### src/rtl/fps_pkg.sv
package fps_pkg;
  typedef enum logic [1:0] {
    ST_IDLE  = 2'd0,
    ST_FRAME = 2'd1,
    ST_DATA  = 2'd2
  } fps_state_e;

  localparam int unsigned FPS_MIN_LEN = 4;
endpackage

### src/rtl/fps_clkgen.sv
module fps_clkgen #(
  parameter int DIV_W = 8
) (
  input  logic             clk_i,
  input  logic             rst_ni,
  input  logic [DIV_W-1:0] half_i,
  input  logic             run_i,
  input  logic             park_i,
  output logic             sclk_o,
  output logic             rise_o,
  output logic             fall_o
);
  logic [DIV_W-1:0] cnt_q, half_eff;
  logic             sclk_q, due;

  assign half_eff = (half_i == '0) ? DIV_W'(1) : half_i;
  assign due      = (cnt_q == half_eff - DIV_W'(1));
  assign rise_o   = run_i & ~sclk_q & due;
  assign fall_o   = run_i &  sclk_q & due;
  assign sclk_o   = sclk_q;

  always_ff @(posedge clk_i or negedge rst_ni) begin
    if (!rst_ni) begin
      cnt_q  <= '0;
      sclk_q <= 1'b0;
    end else if (!run_i) begin
      cnt_q  <= '0;
      sclk_q <= 1'b0;
    end else if (due) begin
      cnt_q  <= '0;
      // a parked rising edge keeps the clock low while the link drops to idle
      sclk_q <= (rise_o && park_i) ? 1'b0 : ~sclk_q;
    end else begin
      cnt_q <= cnt_q + DIV_W'(1);
    end
  end
endmodule

### src/rtl/fps_tx_shift.sv
module fps_tx_shift #(
  parameter int DATA_W = 16,
  localparam int LEN_W = $clog2(DATA_W + 1)
) (
  input  logic              clk_i,
  input  logic              rst_ni,
  input  logic              load_i,
  input  logic [DATA_W-1:0] data_i,
  input  logic [LEN_W-1:0]  len_i,
  input  logic              shift_i,
  input  logic              clr_i,
  output logic              txd_o
);
  localparam logic [LEN_W-1:0] FULL = LEN_W'(DATA_W);

  logic [DATA_W-1:0] sh_q;
  logic              txd_q;

  assign txd_o = txd_q;

  always_ff @(posedge clk_i or negedge rst_ni) begin
    if (!rst_ni) begin
      sh_q  <= '0;
      txd_q <= 1'b0;
    end else begin
      if (shift_i)    txd_q <= sh_q[DATA_W-1];
      else if (clr_i) txd_q <= 1'b0;
      // load wins: the LSB edge of a word may also take the next word
      if (load_i)       sh_q <= data_i << (FULL - len_i);
      else if (shift_i) sh_q <= {sh_q[DATA_W-2:0], 1'b0};
    end
  end
endmodule

### src/rtl/fps_rx_shift.sv
module fps_rx_shift #(
  parameter int DATA_W = 16
) (
  input  logic              clk_i,
  input  logic              rst_ni,
  input  logic              clr_i,
  input  logic              take_i,
  input  logic              rxd_i,
  input  logic              push_i,
  output logic [DATA_W-1:0] data_o,
  output logic              push_o
);
  logic [DATA_W-1:0] sh_q, data_q;
  logic              push_q;

  assign data_o = data_q;
  assign push_o = push_q;

  always_ff @(posedge clk_i or negedge rst_ni) begin
    if (!rst_ni) begin
      sh_q   <= '0;
      data_q <= '0;
      push_q <= 1'b0;
    end else begin
      push_q <= push_i;
      if (push_i) data_q <= sh_q;
      if (clr_i)       sh_q <= '0;
      else if (take_i) sh_q <= {sh_q[DATA_W-2:0], rxd_i};
    end
  end
endmodule

### src/rtl/fps_master.sv
module fps_master
  import fps_pkg::*;
#(
  parameter int DATA_W = 16,
  parameter int DIV_W  = 8,
  localparam int LEN_W = $clog2(DATA_W + 1)
) (
  input  logic              clk_i,
  input  logic              rst_ni,
  input  logic [DIV_W-1:0]  div_half_i,
  input  logic [LEN_W-1:0]  word_len_i,
  input  logic [DATA_W-1:0] tx_data_i,
  input  logic              tx_avail_i,
  output logic              tx_pop_o,
  output logic [DATA_W-1:0] rx_data_o,
  output logic              rx_push_o,
  output logic              sclk_o,
  output logic              frame_o,
  output logic              txd_o,
  output logic              txd_oe_o,
  input  logic              rxd_i
);
  localparam logic [LEN_W-1:0] LEN_LO = LEN_W'(FPS_MIN_LEN);
  localparam logic [LEN_W-1:0] LEN_HI = LEN_W'(DATA_W);
  localparam logic [LEN_W-1:0] ONE    = LEN_W'(1);

  fps_state_e       state_q;
  logic [LEN_W-1:0] left_q, len_q, len_eff;
  logic             pend_q, frame_q, oe_q;
  logic             run, park, rise, fall;
  logic             load, shift, tx_clr, rx_clr, push, rx_take;

  assign len_eff = (word_len_i < LEN_LO) ? LEN_LO :
                   (word_len_i > LEN_HI) ? LEN_HI : word_len_i;

  assign run  = (state_q != ST_IDLE) | tx_avail_i;
  assign park = (state_q == ST_DATA) && (left_q == '0) && !pend_q;

  fps_clkgen #(.DIV_W(DIV_W)) u_clkgen (
    .clk_i  (clk_i),
    .rst_ni (rst_ni),
    .half_i (div_half_i),
    .run_i  (run),
    .park_i (park),
    .sclk_o (sclk_o),
    .rise_o (rise),
    .fall_o (fall)
  );

  always_comb begin
    load   = 1'b0;
    shift  = 1'b0;
    tx_clr = 1'b0;
    rx_clr = 1'b0;
    push   = 1'b0;
    if (rise) begin
      unique case (state_q)
        ST_IDLE:  load = tx_avail_i;
        ST_FRAME: begin
          shift  = 1'b1;
          rx_clr = 1'b1;
        end
        ST_DATA: begin
          if (left_q != '0) begin
            shift = 1'b1;
            load  = (left_q == ONE) & tx_avail_i;
          end else begin
            push = 1'b1;
            if (pend_q) begin
              shift  = 1'b1;
              rx_clr = 1'b1;
            end else begin
              tx_clr = 1'b1;
            end
          end
        end
        default: ;
      endcase
    end
  end

  assign rx_take  = fall & (state_q == ST_DATA);
  assign tx_pop_o = load;
  assign frame_o  = frame_q;
  assign txd_oe_o = oe_q;

  always_ff @(posedge clk_i or negedge rst_ni) begin
    if (!rst_ni) begin
      state_q <= ST_IDLE;
      left_q  <= '0;
      len_q   <= LEN_LO;
      pend_q  <= 1'b0;
      frame_q <= 1'b0;
      oe_q    <= 1'b0;
    end else if (rise) begin
      unique case (state_q)
        ST_IDLE: begin
          state_q <= ST_FRAME;
          frame_q <= 1'b1;
          len_q   <= len_eff;
        end
        ST_FRAME: begin
          state_q <= ST_DATA;
          frame_q <= 1'b0;
          oe_q    <= 1'b1;
          left_q  <= len_q - ONE;
        end
        ST_DATA: begin
          if (left_q != '0) begin
            left_q <= left_q - ONE;
            if (load) begin
              frame_q <= 1'b1;
              pend_q  <= 1'b1;
              len_q   <= len_eff;
            end
          end else if (pend_q) begin
            frame_q <= 1'b0;
            pend_q  <= 1'b0;
            left_q  <= len_q - ONE;
          end else begin
            state_q <= ST_IDLE;
            oe_q    <= 1'b0;
          end
        end
        default: state_q <= ST_IDLE;
      endcase
    end
  end

  fps_tx_shift #(.DATA_W(DATA_W)) u_tx (
    .clk_i   (clk_i),
    .rst_ni  (rst_ni),
    .load_i  (load),
    .data_i  (tx_data_i),
    .len_i   (len_eff),
    .shift_i (shift),
    .clr_i   (tx_clr),
    .txd_o   (txd_o)
  );

  fps_rx_shift #(.DATA_W(DATA_W)) u_rx (
    .clk_i  (clk_i),
    .rst_ni (rst_ni),
    .clr_i  (rx_clr),
    .take_i (rx_take),
    .rxd_i  (rxd_i),
    .push_i (push),
    .data_o (rx_data_o),
    .push_o (rx_push_o)
  );
endmodule

### config.mk
export PLATFORM = sky130hd
export DESIGN_NAME = fps_master
export DESIGN_NICKNAME = d
export VERILOG_FILES = /design/src/rtl/fps_pkg.sv /design/src/rtl/fps_clkgen.sv /design/src/rtl/fps_tx_shift.sv /design/src/rtl/fps_rx_shift.sv /design/src/rtl/fps_master.sv
export SDC_FILE = /design/constraint.sdc
export NUM_CORES = 1
export LEC_CHECK = 0
export ABC_AREA = 1
export BUFFER_PORTS_ARGS = -buffer_cell sky130_fd_sc_hd__clkbuf_2
export CAP_MARGIN = 25
export CORE_AREA = 2 2 99 140
export DETAILED_ROUTE_END_ITERATION = 12
export DIE_AREA = 0 0 101 142
export GPL_TIMING_DRIVEN = 0
export PLACE_DENSITY = 0.52
export SLEW_MARGIN = 15
export SYNTH_ARGS = -nofsm -noshare
export SYNTH_HDL_FRONTEND = slang
export SYNTH_SLANG_ARGS = --single-unit
### constraint.sdc
create_clock -name clk_i -period 2.79 [get_ports clk_i]
set_clock_uncertainty 0.05 [all_clocks]
set_input_delay 0.1395 -clock clk_i [delete_from_list [all_inputs] [get_ports clk_i]]
set_output_delay 0.1395 -clock clk_i [all_outputs]
set_load 0.05 [all_outputs]
==> results.cfg <==
[outcome]
status = completed

[synthesis]
synth_top_area_share_pct = 40.7
synth_cell_types = 35
syn_area_um2 = 4490
yosys-top-cells-area = dfrtp_1, nand2_1, o21ai_0
postSynthAreaPerCell_um2 = 7.09
yosys-top-cells-count = nand2_1, o21ai_0, dfrtp_1
yosys.area.top_type = dfrtp_1
ys_warn_count = 0
ys.flop_type = dfrtp_1
synth.yosys.seq_area_share_pct = 41.2
postSynth.asyncResetShare_pct = 100
synth_edf_count = 0
synth_nets = 676
synth_seq_cells = 74
syn_inst = 634
synth.most_common_cell = nand2_1

[power_and_ir_drop]
pwr-share-clk_pct = 42.4
power_density_nw_per_um2 = 518
leakage_nw = 2.76
p_comb_share_pct = 16.7
power_switching_mw = 0.780
p_int_mw = 1.98
p_sw_share_pct = 28.2
seqPwrFrac_pct = 40.8
max-vdd-ir-drop_uv = 241
p_total_mw = 2.76

[setup_path]
r2r_end = u_tx.sh_q[10]
cp_cell_sequence = clkbuf_2, inv_2, nand2_1, nor2_2, nand2_2, nand2_1, inv_1, ha_1, xor2_1, xor2_1, nand3_1, nor2_2, nand4_1, buf_4, clkbuf_2, o21ai_0, nand2_1, nand2_1
r2r-start = left_q[0]
r2r_cells = 11
rrSetupSlack_ps = 310
crit_path_start = div_half_i[3]
cpPeakStageDelay_ps = 290
worstPathRequired_ps = 3000
slowest_stage = xor2_1
critPathKind = primary input to flop
worst-path-buf-inv = 5
crit_arrival_ps = 2760
critPathMaxFanout = 10
crit_family = simple AND/OR/NAND/NOR gates
start_kind = primary input
cp_common_cell = nand2_1
cp-end-kind = flop

[worst_hold_path]
hold_path.class = primary input to flop
hold_depth = 3
min_from = rxd_i
min_to = u_rx.sh_q[0]

[clock_tree]
path_clk_slew_ps = 50
clock_latency_ps = 330
h-tree-depth = 3
cts_tree = yes
cts.sinks = 74
tritoncts.num_buffers = 9
clockBufferDepth = 2
root_buffer = clkbuf_16

[die]
die_area_um2 = 14300
initial_core_util_pct = 34.2
coreArea_um2 = 13100
ios = 55
fp-row-count = 50
die_w_um = 101
die_y_um = 142

[routing]
drt-met1-wl_um = 4770
first_pass_iters = 4
routed.top_layer = met4
wl_met3_um = 319
ant_nets = 0
wl_per_cell_um = 12.4
post-route-drc-count = 0
drt_iter0_markers = 182
wl_met2_um = 5480
finalWirelength_um = 10700
num_vias = 4217
via_per_inst = 4.88

[place]
portBuffers = 54
gp_congestion = 0.861
place_area_um2 = 4990
hpwl_um = 8360

[run]
drv_cap = 0

[timing]
period_minus_slack_ps = 2550
hold_violations = 0
drv_slew = 0
max_freq_mhz = 392
finalSetupTns_ps = 0
tightest_slew_ps = 520
slew_headroom_pct = 65.2
setup_viol_count_final = 0
finalCritPeriodShare_pct = 91.5

[global_routing]
grt_pass1_wl_um = 18400
grt_use_total_pct = 15.8
grt_overflow = 0
grt_start_max_net_pins = 50
antenna_found_initial = 0
grt_pass1_vias = 4048

[cells_and_area]
seq_area_um2 = 1850
fillers = 1404
syn_to_final_growth_pct = 18.6
fin_nets = 746
diodes = 0
multi_input_area_um2 = 2250
drive_gt1_share_pct = 15.2
finalInstanceArea_um2 = 5330
## layout by cell type, fill, tap and decap left out, types with 10 or more instances in the layout
cell,netlist,final
o21ai_1,25,25
buf_2,10,10
dfrtp_1,73,73
a21oi_1,11,11
nor2_1,39,39
nand2_1,190,189
xor2_1,12,12
o21ai_0,74,74
nand3_1,58,58
clkbuf_2,0,54
inv_1,70,70
## stage by stage
stage               setup WS (ps)  cells  hold slack, ps  utilization, %
floorplan                    79.1    634            -206               -
global placement             -154    844             349            37.7
detailed placement           -163    845            73.7            38.0
CTS                          78.0    862            14.5            40.4
global route                -7.77    865            36.1            40.6
finish                        238    865            19.7            40.6
## sequential cells by signal, indices dropped and copies added (netlist names)
register and cells:
u_rx.data_o 16, u_rx.sh_q 16, u_tx.sh_q 16, u_clkgen.cnt_q 8, left_q 5, len_q 5
state_q 2, frame_o 1, pend_q 1, txd_oe_o 1, u_clkgen.sclk_o 1, u_rx.push_o 1
u_tx.txd_o 1
## power by group through the flow
stage               clock network [mW]  registers [mW]  logic (mW)
floorplan                            0            1.15       0.308
global placement                     0            1.15       0.452
detailed placement                   0            1.15       0.463
CTS                               1.20            1.13       0.466
global route                      1.26            1.13       0.526
finish                            1.17            1.13       0.462
## worst reg2reg max path: stages, from the launching register on
cell	delay, ps
dfrtp_1	410
inv_1	90
ha_1	180
nor3b_1	340
nand2_2	180
nand3_1	120
o21ai_0	120
nand4_1	240
buf_2	280
buf_2	250
nand3_1	110
nand2_1	80
## repair_timing
item	4_1_cts	5_1_grt
setup endpoints to repair	0	17
gates resized for setup	0	3
hold buffers	1	0
buffers inserted	0	3
endpoints found under the hold margin	25	0
## area by class of cell
type / count / share of cell area, %
sequential: 74 / 34.8
timing repair buffer: 59 / 6.24
inverter: 76 / 5.40
clock inverter: 5 / 1.17
tap: 156 / 3.66
buffer: 21 / 2.02
clock buffer: 11 / 4.55
multi-input combinational: 463 / 42.2
## cells by family (layout without fill, tap and decap cells)
family	after synthesis	in the layout	synth area share, %
adders and majority gates	9	9	2.51
xor gates and xnor gates	18	18	3.51
muxes	2	2	0.473
DFF	74	74	41.2
buffers and inverters	97	172	8.77
AOI/OAI and AO/OA	115	115	13.1
and+or+nand+nor	319	319	30.4
## metal layers
layer,GRT usage (%),vias to the layer above
li1,-,2180
met1,18.7,1959
met2,28.5,70
met3,2.55,8
met4,5.48,0
met5,0,-
## how the worst max path moves through the flow
stage | to | slack (ps) | cells after the start
global route | u_tx.sh_q[1] | -8 | 18
floorplan | tx_pop_o | 80 | 14
detailed placement | u_tx.sh_q[1] | -160 | 17
finish | u_tx.sh_q[1] | 240 | 18
CTS | u_tx.sh_q[1] | 80 | 11
global placement | u_tx.sh_q[1] | -150 | 17
(Power assumes the default switching activity.)
